$ cat src/rtl/pretrig_pkg.sv
package pretrig_pkg;

   typedef enum logic [1:0] {
      CAP_SLEEP = 2'd0,
      CAP_RUN   = 2'd1,
      CAP_POST  = 2'd2,
      CAP_DUMP  = 2'd3
   } cap_state_e;

   localparam int unsigned SMP_W = 8;

   function automatic bit is_pow2(input int unsigned v);
      return (v != 0) && ((v & (v - 1)) == 0);
   endfunction

endpackage

$ cat src/rtl/pretrig_trig_cond.sv
module pretrig_trig_cond #(
   parameter int unsigned SYNC_STAGES = 2,
   parameter int unsigned DB_CYCLES   = 16
) (
   input  logic clk_i,
   input  logic rst_ni,
   input  logic btn_i,
   output logic press_o
);
   localparam int unsigned DBW = (DB_CYCLES > 1) ? $clog2(DB_CYCLES) : 1;

   logic [SYNC_STAGES-1:0] sync_q;
   logic                   level;
   logic                   db_q;
   logic                   press_q;

   always_ff @(posedge clk_i or negedge rst_ni) begin
      if (!rst_ni) begin
         sync_q <= '0;
      end else begin
         sync_q[0] <= btn_i;
         for (int i = 1; i < SYNC_STAGES; i++) begin
            sync_q[i] <= sync_q[i-1];
         end
      end
   end

   assign level = sync_q[SYNC_STAGES-1];

   generate
      if (DB_CYCLES > 1) begin : g_filter
         logic [DBW-1:0] cnt_q;
         logic           cnt_full;
         assign cnt_full = (cnt_q == DBW'(DB_CYCLES - 1));
         always_ff @(posedge clk_i or negedge rst_ni) begin
            if (!rst_ni) begin
               cnt_q   <= '0;
               db_q    <= 1'b0;
               press_q <= 1'b0;
            end else begin
               press_q <= level & ~db_q & cnt_full;
               if (level != db_q) begin
                  if (cnt_full) begin
                     db_q  <= level;
                     cnt_q <= '0;
                  end else begin
                     cnt_q <= cnt_q + DBW'(1);
                  end
               end else begin
                  cnt_q <= '0;
               end
            end
         end
      end else begin : g_direct
         always_ff @(posedge clk_i or negedge rst_ni) begin
            if (!rst_ni) begin
               db_q    <= 1'b0;
               press_q <= 1'b0;
            end else begin
               press_q <= level & ~db_q;
               db_q    <= level;
            end
         end
      end
   endgenerate

   assign press_o = press_q;

endmodule

$ cat src/rtl/pretrig_store.sv
module pretrig_store #(
   parameter int unsigned DEPTH = 64,
   parameter int unsigned NCH   = 3
) (
   input  logic                                   clk_i,
   input  logic                                   rst_ni,
   input  logic                                   clr_i,
   input  logic                                   we_i,
   input  logic [$clog2(DEPTH)-1:0]               waddr_i,
   input  logic [NCH*pretrig_pkg::SMP_W-1:0]      wdata_i,
   input  logic [((NCH > 1) ? $clog2(NCH) : 1)-1:0] rch_i,
   input  logic [$clog2(DEPTH)-1:0]               raddr_i,
   output logic [pretrig_pkg::SMP_W-1:0]          rdata_o
);
   import pretrig_pkg::*;

   localparam int unsigned CHW = (NCH > 1) ? $clog2(NCH) : 1;

   logic [DEPTH-1:0] filled_q;
   logic [SMP_W-1:0] lane_rd [NCH];
   logic [SMP_W-1:0] lane_sel;

   always_ff @(posedge clk_i or negedge rst_ni) begin
      if (!rst_ni) begin
         filled_q <= '0;
      end else if (clr_i) begin
         filled_q <= '0;
      end else if (we_i) begin
         filled_q[waddr_i] <= 1'b1;
      end
   end

   generate
      for (genvar c = 0; c < NCH; c++) begin : g_lane
         logic [SMP_W-1:0] mem_q [DEPTH];
         always_ff @(posedge clk_i) begin
            if (we_i) begin
               mem_q[waddr_i] <= wdata_i[c*SMP_W +: SMP_W];
            end
         end
         assign lane_rd[c] = mem_q[raddr_i];
      end
   endgenerate

   always_comb begin
      lane_sel = '0;
      for (int c = 0; c < NCH; c++) begin
         if (rch_i == CHW'(c)) begin
            lane_sel = lane_rd[c];
         end
      end
   end

   assign rdata_o = filled_q[raddr_i] ? lane_sel : '0;

endmodule

$ cat src/rtl/pretrig_ctrl.sv
module pretrig_ctrl
   import pretrig_pkg::*;
#(
   parameter int unsigned DEPTH = 64,
   parameter int unsigned NCH   = 3
) (
   input  logic                                     clk_i,
   input  logic                                     rst_ni,
   input  logic                                     wake_i,
   input  logic                                     smp_valid_i,
   input  logic                                     press_i,
   input  logic                                     out_ready_i,
   output logic                                     we_o,
   output logic [$clog2(DEPTH)-1:0]                 waddr_o,
   output logic                                     clr_o,
   output logic [((NCH > 1) ? $clog2(NCH) : 1)-1:0] rch_o,
   output logic [$clog2(DEPTH)-1:0]                 raddr_o,
   output logic                                     out_valid_o,
   output logic                                     led_o,
   output cap_state_e                               state_o
);
   localparam int unsigned AW     = $clog2(DEPTH);
   localparam int unsigned CHW    = (NCH > 1) ? $clog2(NCH) : 1;
   localparam int unsigned POST_N = (3 * DEPTH) / 4;

   cap_state_e     st_q;
   logic [AW-1:0]  wp_q;
   logic [AW-1:0]  post_q;
   logic [AW-1:0]  rp_q;
   logic [AW-1:0]  rc_q;
   logic [CHW-1:0] ch_q;
   logic           ch_last;
   logic           hs;
   logic           rc_last;
   logic           post_done;
   logic           finish;

   assign we_o      = smp_valid_i && ((st_q == CAP_RUN) || (st_q == CAP_POST));
   assign hs        = (st_q == CAP_DUMP) && out_ready_i;
   assign rc_last   = (rc_q == AW'(DEPTH - 1));
   assign post_done = (st_q == CAP_POST) && we_o && (post_q == AW'(POST_N - 1));
   assign finish    = hs && rc_last && ch_last;

   always_ff @(posedge clk_i or negedge rst_ni) begin
      if (!rst_ni) begin
         st_q   <= CAP_SLEEP;
         wp_q   <= '0;
         post_q <= '0;
         rp_q   <= '0;
         rc_q   <= '0;
      end else begin
         if (we_o) begin
            wp_q <= wp_q + AW'(1);
         end
         if (st_q == CAP_RUN) begin
            post_q <= '0;
         end else if ((st_q == CAP_POST) && we_o) begin
            post_q <= post_q + AW'(1);
         end
         if (post_done) begin
            rp_q <= wp_q + AW'(1);
            rc_q <= '0;
         end else if (hs) begin
            rp_q <= rp_q + AW'(1);
            rc_q <= rc_q + AW'(1);
         end
         unique case (st_q)
            CAP_SLEEP: if (wake_i)    st_q <= CAP_RUN;
            CAP_RUN:   if (press_i)   st_q <= CAP_POST;
            CAP_POST:  if (post_done) st_q <= CAP_DUMP;
            CAP_DUMP:  if (finish)    st_q <= CAP_RUN;
            default:                  st_q <= CAP_SLEEP;
         endcase
      end
   end

   generate
      if (NCH > 1) begin : g_multi_ch
         logic [CHW-1:0] chan_q;
         always_ff @(posedge clk_i or negedge rst_ni) begin
            if (!rst_ni) begin
               chan_q <= '0;
            end else if (post_done) begin
               chan_q <= '0;
            end else if (hs && rc_last && !ch_last) begin
               chan_q <= chan_q + CHW'(1);
            end
         end
         assign ch_q    = chan_q;
         assign ch_last = (chan_q == CHW'(NCH - 1));
      end else begin : g_single_ch
         assign ch_q    = '0;
         assign ch_last = 1'b1;
      end
   endgenerate

   assign waddr_o     = wp_q;
   assign clr_o       = finish;
   assign rch_o       = ch_q;
   assign raddr_o     = rp_q;
   assign out_valid_o = (st_q == CAP_DUMP);
   assign led_o       = (st_q == CAP_POST) || (st_q == CAP_DUMP);
   assign state_o     = st_q;

endmodule

$ cat src/rtl/pretrig_capture.sv
module pretrig_capture
   import pretrig_pkg::*;
#(
   parameter int unsigned DEPTH       = 64,
   parameter int unsigned NCH         = 3,
   parameter int unsigned SYNC_STAGES = 2,
   parameter int unsigned DB_CYCLES   = 16
) (
   input  logic                 clk_i,
   input  logic                 rst_ni,
   input  logic                 wake_i,
   input  logic                 smp_valid_i,
   input  logic [NCH*SMP_W-1:0] smp_data_i,
   input  logic                 trig_btn_i,
   output logic                 trig_led_o,
   output logic                 out_valid_o,
   output logic [SMP_W-1:0]     out_data_o,
   input  logic                 out_ready_i
);
   localparam int unsigned AW  = $clog2(DEPTH);
   localparam int unsigned CHW = (NCH > 1) ? $clog2(NCH) : 1;

   generate
      if (!is_pow2(DEPTH) || (DEPTH < 4)) begin : g_bad_depth
         $error("DEPTH must be a power of two and at least 4");
      end
      if ((NCH < 1) || (NCH > 3)) begin : g_bad_nch
         $error("NCH must be 1 to 3");
      end
      if (SYNC_STAGES < 1) begin : g_bad_sync
         $error("SYNC_STAGES must be at least 1");
      end
      if (DB_CYCLES < 1) begin : g_bad_db
         $error("DB_CYCLES must be at least 1");
      end
   endgenerate

   logic           press;
   logic           mem_we;
   logic [AW-1:0]  waddr;
   logic [AW-1:0]  raddr;
   logic [CHW-1:0] rch;
   logic           mem_clr;
   cap_state_e     cap_st;

   pretrig_trig_cond #(
      .SYNC_STAGES (SYNC_STAGES),
      .DB_CYCLES   (DB_CYCLES)
   ) u_trig (
      .clk_i   (clk_i),
      .rst_ni  (rst_ni),
      .btn_i   (trig_btn_i),
      .press_o (press)
   );

   pretrig_ctrl #(
      .DEPTH (DEPTH),
      .NCH   (NCH)
   ) u_ctrl (
      .clk_i       (clk_i),
      .rst_ni      (rst_ni),
      .wake_i      (wake_i),
      .smp_valid_i (smp_valid_i),
      .press_i     (press),
      .out_ready_i (out_ready_i),
      .we_o        (mem_we),
      .waddr_o     (waddr),
      .clr_o       (mem_clr),
      .rch_o       (rch),
      .raddr_o     (raddr),
      .out_valid_o (out_valid_o),
      .led_o       (trig_led_o),
      .state_o     (cap_st)
   );

   pretrig_store #(
      .DEPTH (DEPTH),
      .NCH   (NCH)
   ) u_store (
      .clk_i   (clk_i),
      .rst_ni  (rst_ni),
      .clr_i   (mem_clr),
      .we_i    (mem_we),
      .waddr_i (waddr),
      .wdata_i (smp_data_i),
      .rch_i   (rch),
      .raddr_i (raddr),
      .rdata_o (out_data_o)
   );

endmodule

$ cat config.mk
export PLATFORM = sky130hd
export DESIGN_NAME = pretrig_capture
export DESIGN_NICKNAME = d
export VERILOG_FILES = /design/src/rtl/pretrig_pkg.sv /design/src/rtl/pretrig_trig_cond.sv /design/src/rtl/pretrig_store.sv /design/src/rtl/pretrig_ctrl.sv /design/src/rtl/pretrig_capture.sv
export SDC_FILE = /design/constraint.sdc
export NUM_CORES = 2
export LEC_CHECK = 0
export BUFFER_PORTS_ARGS = -buffer_cell sky130_fd_sc_hd__clkbuf_2
export CORE_ASPECT_RATIO = 0.75
export CORE_MARGIN = 3
export CORE_UTILIZATION = 47
export DETAILED_ROUTE_END_ITERATION = 8
export HOLD_SLACK_MARGIN = 0.02
export PLACE_DENSITY = 0.64
export SLEW_MARGIN = 20
export SYNTH_ARGS = -nofsm -noshare
export SYNTH_HDL_FRONTEND = slang
export SYNTH_SLANG_ARGS = --single-unit
$ cat constraint.sdc
create_clock -name clk_i -period 3.1 [get_ports clk_i]
set_clock_uncertainty 0.1 [all_clocks]
set_input_delay 0.155 -clock clk_i [delete_from_list [all_inputs] [get_ports clk_i]]
set_output_delay 0.155 -clock clk_i [all_outputs]
set_load 0.005 [all_outputs]
* Yosys cells after proc, flatten, opt, wreduce, memory -nomap -nowiden
Memory sizes are Yosys's and may differ from the RTL's.
Cells that the tools add are included.
Widths: inputs -> output; s select.
** Storage, ports and cells
- Flip-flop bits (word level) :: 100
- Latch bits :: 0
- Memory bits (writable) :: 1536
- Bits in read-only memories :: 0
- Bits of input ports :: 30
- Output and inout port bits :: 10
- Word-level logic and storage cells :: 86
- Memories :: 3
** Memories
- u_store.g_lane[0].mem_q :: depth 64, bits a word 8, rd ports 1, clocked after memory_dff 0, wr ports 1, line pretrig_store.sv:35 : logic [SMP_W-1:0] mem_q [DEPTH];
- u_store.g_lane[1].mem_q :: depth 64, bits a word 8, rd ports 1, clocked after memory_dff 0, wr ports 1, line pretrig_store.sv:35
- u_store.g_lane[2].mem_q :: depth 64, bits a word 8, rd ports 1, clocked after memory_dff 0, wr ports 1, line pretrig_store.sv:35
** Cells by class
- $add $sub $neg :: 6
- Multiply operators :: 0
- Divide/modulo/power cells :: 0
- $lt $le $gt $ge :: 3
- Equality and inequality tests :: 13
- Shifts and indexed selects :: 0
- Muxes and demuxes :: 27
- Bitwise operators :: 4
- Reductions and logical operators :: 19
** Operators by type and width (count)
- $mux 64 :: 2
- $or 64x64->64 :: 1
- $mux 6 :: 6
- $mux 8 :: 4
- $add 6x1->6 const B :: 4
- $lt 6x7->1 const B :: 2
- $eq 6x6->1 const B :: 2
- $mux 2 :: 6
- $logic_and 1x1->1 :: 8
- $mux 4 :: 2
- $pmux 2 s4 :: 1
- $reduce_bool 2->1 :: 4
- $bmux 1 s6 :: 1
- $demux 1 s6 :: 1
- $eq 2x2->1 const B :: 3
- $ge 6x1->1 const B :: 1
- $add 4x1->4 const B :: 1
- $eq 2x1->1 const B :: 2
- $eq 4x4->1 const B :: 1
- $logic_not 2->1 :: 2
- $mux 1 :: 4
- $ne 2x1->1 const B :: 2
- $ne 2x2->1 const B :: 2
- $reduce_and 4->1 :: 1
- other kinds (7) :: 9

* Longest topological paths before layout
- Depth in word-level cells :: 7
- Depth in mapped cells :: 12
- Gate-level depth less buffers :: 8

* Hierarchy
From an unflattened synthesis, not the netlist that was laid out.
** Second synthesis, totals
- Cells, all modules :: 3244
- Area total of the unflattened synthesis :: 64122.7 um2
** By module, submodules not included
- pretrig_store :: instances 1, cells an instance 3075, area each 62319.8 um2, sequential area each 47725.8 um2
- pretrig_ctrl :: instances 1, cells an instance 144, area each 1485.2 um2, sequential area each 700.7 um2
- pretrig_trig_cond :: instances 1, cells an instance 25, area each 317.8 um2, sequential area each 200.2 um2

* Least setup slack after synthesis
Ideal clock, no wire load.
- Kind :: reg2reg
- Start :: register u_ctrl.wp_q[3], in the netlist u_ctrl.waddr_o[3]
- End :: memory u_store.g_lane[0].mem_q[31][0] (enable)
- Library setup time :: 0.438 ns
- Data arrival time :: 2.886 ns
- Required time :: 2.562 ns
- Path slack :: -0.324 ns
- Stages on the path, launching flop included :: 6
- Path buffers :: 2
- Period minus slack after synthesis :: 3.424 ns
- Path through :: dfrtp_1 clkbuf_1 nand2_1 or2_2 clkbuf_1 nor3_1
** RTL lines
- start, declared :: line pretrig_ctrl.sv:27 : logic [AW-1:0] wp_q;
- start signal, assigned :: line pretrig_ctrl.sv:53 : wp_q <= wp_q + AW'(1);
- end, declared :: line pretrig_store.sv:35
No word-level cell before the write port.

* Worst setup path after layout
- Start :: register u_ctrl.rp_q[1], in the netlist u_ctrl.raddr_o[1]
- End :: output out_data_o[6]
** Between the ends
- Word-level cells in the longest chain between the ends :: 5
- Elaborated cells on any way between the ends :: 9
- Those cells by class :: mux: 6; memory: 3
** RTL lines
- start, declared :: line pretrig_ctrl.sv:29 : logic [AW-1:0] rp_q;
- start signal, assigned :: line pretrig_ctrl.sv:61 : rp_q <= wp_q + AW'(1);
- start signal, assigned :: line pretrig_ctrl.sv:64 : rp_q <= rp_q + AW'(1);
- $mem_v2 64x8
- $mux 8 (3 in a row) :: line pretrig_store.sv:48 : if (rch_i == CHW'(c)) begin
- $mux 8 * :: line pretrig_store.sv:54 : assign rdata_o = filled_q[raddr_i] ? lane_sel : '0;
- end, declared :: line pretrig_capture.sv:17 : output logic [SMP_W-1:0] out_data_o,
Every way passes the cells marked *; elsewhere a longest branch is shown, timed or not. The select of a mux whose other input is x is not followed.

==> results.md <==
Pwr:
- In this run the static leakage power is 0.0259 µW.
- The share of total power dissipated in combinational logic is 0.331.
- The analysis attributes to net switching a power of 20,600 µW.
- Cell internal power was estimated by the tool at 45,000 µW.
- Of the total power, registers draw 0.389.
- Of the total power, the share spent switching nets is 0.314.
- The maximum resistive drop on vdd is 0.536 mV.
- The total power divided by cell area is 862 mW/mm².
- The fraction of power consumed by the clock network is 0.280.

Place:
- The HPWL after detailed placement is 114 mm.
- The routability congestion estimate from global placement is 0.933.
- The count of buffers from port buffering is 39.
- OpenSTA, run right after detailed placement, puts the worst setup slack at -0.763 ns.

Worst setup path:
- The worst register-to-register path begins at u_ctrl.state_o[0].
- The critical path arrival is 3.80 ns.
- The beginning of the critical path is u_ctrl.raddr_o[1].
- The setup path with the least slack is of type reg -> out.
- In this run the worst path has a maximum fanout of 10.
- The reg-to-reg setup timing slack is 0.33 ns.
- The capturing element type of the critical path is an output pin.
- Data on the critical path is required at its endpoint by 2.84 ns.
- STA classifies the critical path startpoint as a register.

Clock network:
- The clock sink count is 1,636.
- TritonCTS built the clock tree.
- The depth of the CTS H-tree is 4.
- The maximum buffer depth of the clock tree is 3.
- CTS placed an instance of clkbuf_16 at the clock tree root.
- After clock tree synthesis, the clock-pin slew on the worst setup and hold paths is 0.06 ns.
- In this run, CTS created clock tree buffers numbering 155.
- The insertion delay to the later sink of the worst-skew pair is 0.79 ns.

Floorplanning:
- From bottom edge to top edge, the die measures 327 µm.
- The count of pins on the block boundary is 40.
- Measured along the x axis, the die boundary spans 434 µm.
- The area enclosed by the die boundary is 0.142 mm².
- The starting density of the core is 0.475.
- The standard-cell row count is 117.
- The total area inside the core boundary comes to 0.136 mm².

Detailed routing:
- The first-pass detailed-route iteration total is 8.
- The detailed router placed 35,166 vias in this run.
- After detailed routing, the number of vias per cell comes to 6.32.
- For this block, the initial DRC count from the detailed router was 5,143.
- In this run the remaining antenna-violating nets after routing total 0.
- The routed wire length is 184 mm.
- After detailed routing, the number of remaining DRC violations is 0.
- The average wire per cell in the routed design is 33.1 µm.

GRT:
- The number of global-route vias before repair is 34,542.
- The number of antenna violations at the first check in global routing was 12.
- The remaining global-route overflow is 0.
- The first global-routing pass estimated 259 mm of wire.
- The most heavily used metal layer in global routing is met1.
- The overall fraction of global-route tracks in use is 0.260.
- In the global route stage, met1 resource usage came out at 0.394.
- The met3 usage is 0.0751.
- The global routing usage on met2 is 0.364.
- The maximum number of pins on one net before global-route repair is 65.

STA:
- The slew at the pin closest to its max-slew limit is 1.15 ns.
- The max-slew violation count is 0.
- Setup violations remaining at the end of the flow were counted as 8.
- The worst relative slew slack is 0.230.
- Based on the critical path, the design can be clocked at up to 247 MHz.
- After layout, the minimum clock period comes to 4.05 ns.
- The slack of the critical path is -0.950 ns.
- Setup repair after global routing could not meet its margin everywhere.
- The setup TNS after final layout is -7.14 ns.
- In the finished design, the share of the clock period the worst path needs comes to 1.31.
- The number of endpoints with negative hold slack in the final report is 0.

Logic synthesis:
- Yosys attributes the largest share of cell area to edfxtp_1 71%, mux2i_1 5.1%, mux4_1 4.6%.
- The library cell with the largest summed area after synthesis is edfxtp_1.
- After synthesis, the share of flip-flops with an asynchronous set or reset is 0.0611.
- The total nets after synthesis is 3,213.
- Counting every instance in the synthesized netlist gives 3,169.
- The post-synthesis cell area is 0.0645 mm².
- The share of synthesized area in the top cell type comes to 0.715.
- The count of yosys warnings during synthesis is 0.
- For this run, the register share of the synthesized area comes to 0.753.
- The commonest cells after synthesis are 1,536 x edfxtp_1, 327 x mux2i_1, 131 x mux4_2, 114 x mux4_1, 112 x nor2_1.
- The average instance in the mapped netlist occupies 20.4 µm².
- In this run, synthesis inferred 1,536 flip-flops with an integrated enable.
- The most common cell in the synthesized netlist is edfxtp_1.
- The post-synthesis cell type count is 69.
- The synthesized flop and latch total is 1,636.
- The main flop type after synthesis is edfxtp_1.

Final layout:
- The fraction of final layout cells sized beyond drive strength 1 is 0.281.
- The layout has 10,013 filler cells.
- The multi-input gate area in the final layout is 0.0152 mm².
- The area growth from synthesis to layout is 17.9%.
- Measured on the finished design, the core utilization comes to 0.560.
- The area occupied by registers is 0.0486 mm².
- The net count of the finished layout is 3,687.

Run status:
- The run finished, with violations left.
- The final reports fail on setup timing.

Min path:
- The path type of the worst min-delay path is in -> reg.
- The beginning of the worst hold path is smp_data_i[4].

Flow run:
- The tool flagged a number of max-cap violations equal to 0.
critical path, cell delays in order (launching register included):
cell	delay, ns
dfrtp_4	0.54
buf_4	0.22
and2_4	0.21
buf_4	0.25
a221oi_4	0.34
o21ai_1	0.13
buf_4	0.15
a22oi_2	0.46
a21oi_2	0.12
a311oi_2	0.26
buf_4	0.18
clkbuf_2	0.11
cell families (layout without fill, tap and decap cells):
group           after synthesis  in the layout  share of synthesized area
other cells                   0              3                          0
mux                         592            592                      0.146
flops                      1636           1636                      0.753
buf+inv                     205            809                     0.0254
simple gates                227            227                     0.0158
xor+xnor                     24             24                    0.00326
compound gates              471            471                     0.0530
fa+ha+maj                    14             14                    0.00271
sequential cells by signal, indices dropped and copies added (netlist names):
| signal | cells |
|---|---|
| u_ctrl.waddr_o | 6 |
| u_ctrl.raddr_o | 6 |
| u_store.filled_q | 64 |
| u_trig.g_filter.cnt_q | 4 |
| u_ctrl.rch_o | 2 |
| u_trig.press_o | 1 |
| u_trig.db_q | 1 |
| u_ctrl.post_q | 6 |
| u_trig.sync_q | 2 |
| u_store.g_lane.mem_q | 1536 |
| u_ctrl.rc_q | 6 |
| u_ctrl.state_o | 2 |
stage by stage:
stage          hold WS [ns]  total power, µW  instance area (µm²)  std cells
3_3_place_gp          0.165            45100                69900       5233
2_1_floorplan        -0.241            37100                64500       3169
4_1_cts              0.0389            64600                75500       5549
6_report             0.0463            65600                76100       5561
3_5_place_dp          0.167            45400                69900       5234
5_1_grt              0.0538            67700                76100       5558
path summary, 6_finish.rpt:
check | endpoint | cells after the start
worst max-delay path | out_data_o[6] | 11
worst min-delay path | u_store.g_lane[0].mem_q[62][4] | 1
worst max register to register | u_store.g_lane[2].mem_q[27][1] | 7
worst min register to register | u_trig.sync_q[1] | 0
max in group asynchronous | u_store.filled_q[29] | 4
min in group asynchronous | u_store.filled_q[62] | 3
cell usage in the layout, fill, tap and decap left out, drive strengths merged, types with 12 or more instances in the layout:
cell / netlist / routed
nand3: 17 / 17
clkbuf: 67 / 230
a221oi: 72 / 72
o21ai: 70 / 70
mux4: 245 / 245
inv: 16 / 21
o221ai: 89 / 89
nand2: 48 / 48
clkinv: 0 / 72
buf: 120 / 462
ha: 14 / 14
xnor2: 15 / 15
dfrtp: 100 / 100
edfxtp: 1536 / 1536
a221o: 14 / 14
nor2: 112 / 112
dlygate4sd3: 0 / 15
mux2i: 327 / 327
a21oi: 84 / 84
o21a: 66 / 66
and3: 12 / 12
mux2: 20 / 20
o22ai: 20 / 20
per-layer routing:
layer | part of all wire | vias up
li1 | - | 14222
met1 | 0.41 | 18460
met2 | 0.43 | 2214
met3 | 0.13 | 270
met4 | 0.028 | 0
met5 | 0 | -
power groups by stage:
stage	logic [µW]	clock network (µW)	registers, µW
2_1_floorplan	11400	0	25700
6_report	21700	18400	25500
4_1_cts	20400	18600	25600
3_5_place_dp	19300	0	26100
5_1_grt	22600	19600	25600
3_3_place_gp	19100	0	26000
repair_timing:
item,CTS,global route
setup endpoints to repair,8,8
gates cloned,1,1
hold buffers,14,2
gates resized for setup,127,109
hold endpoints to repair,287,65
buffers inserted,19,15
pin swaps,17,35
cell type report:
| cell class | instances | share of cell area |
|---|---|---|
| Clock buffer | 201 | 0.0551 |
| Antenna cell | 3 | 0.0000986 |
| Sequential cell | 1636 | 0.639 |
| Tap cell | 1785 | 0.0293 |
| Timing Repair Buffer | 506 | 0.0670 |
| Multi-Input combinational cell | 1328 | 0.200 |
| Clock inverter | 86 | 0.00881 |
| Inverter | 16 | 0.000805 |
No activity file was read; power rests on OpenSTA's default activity.
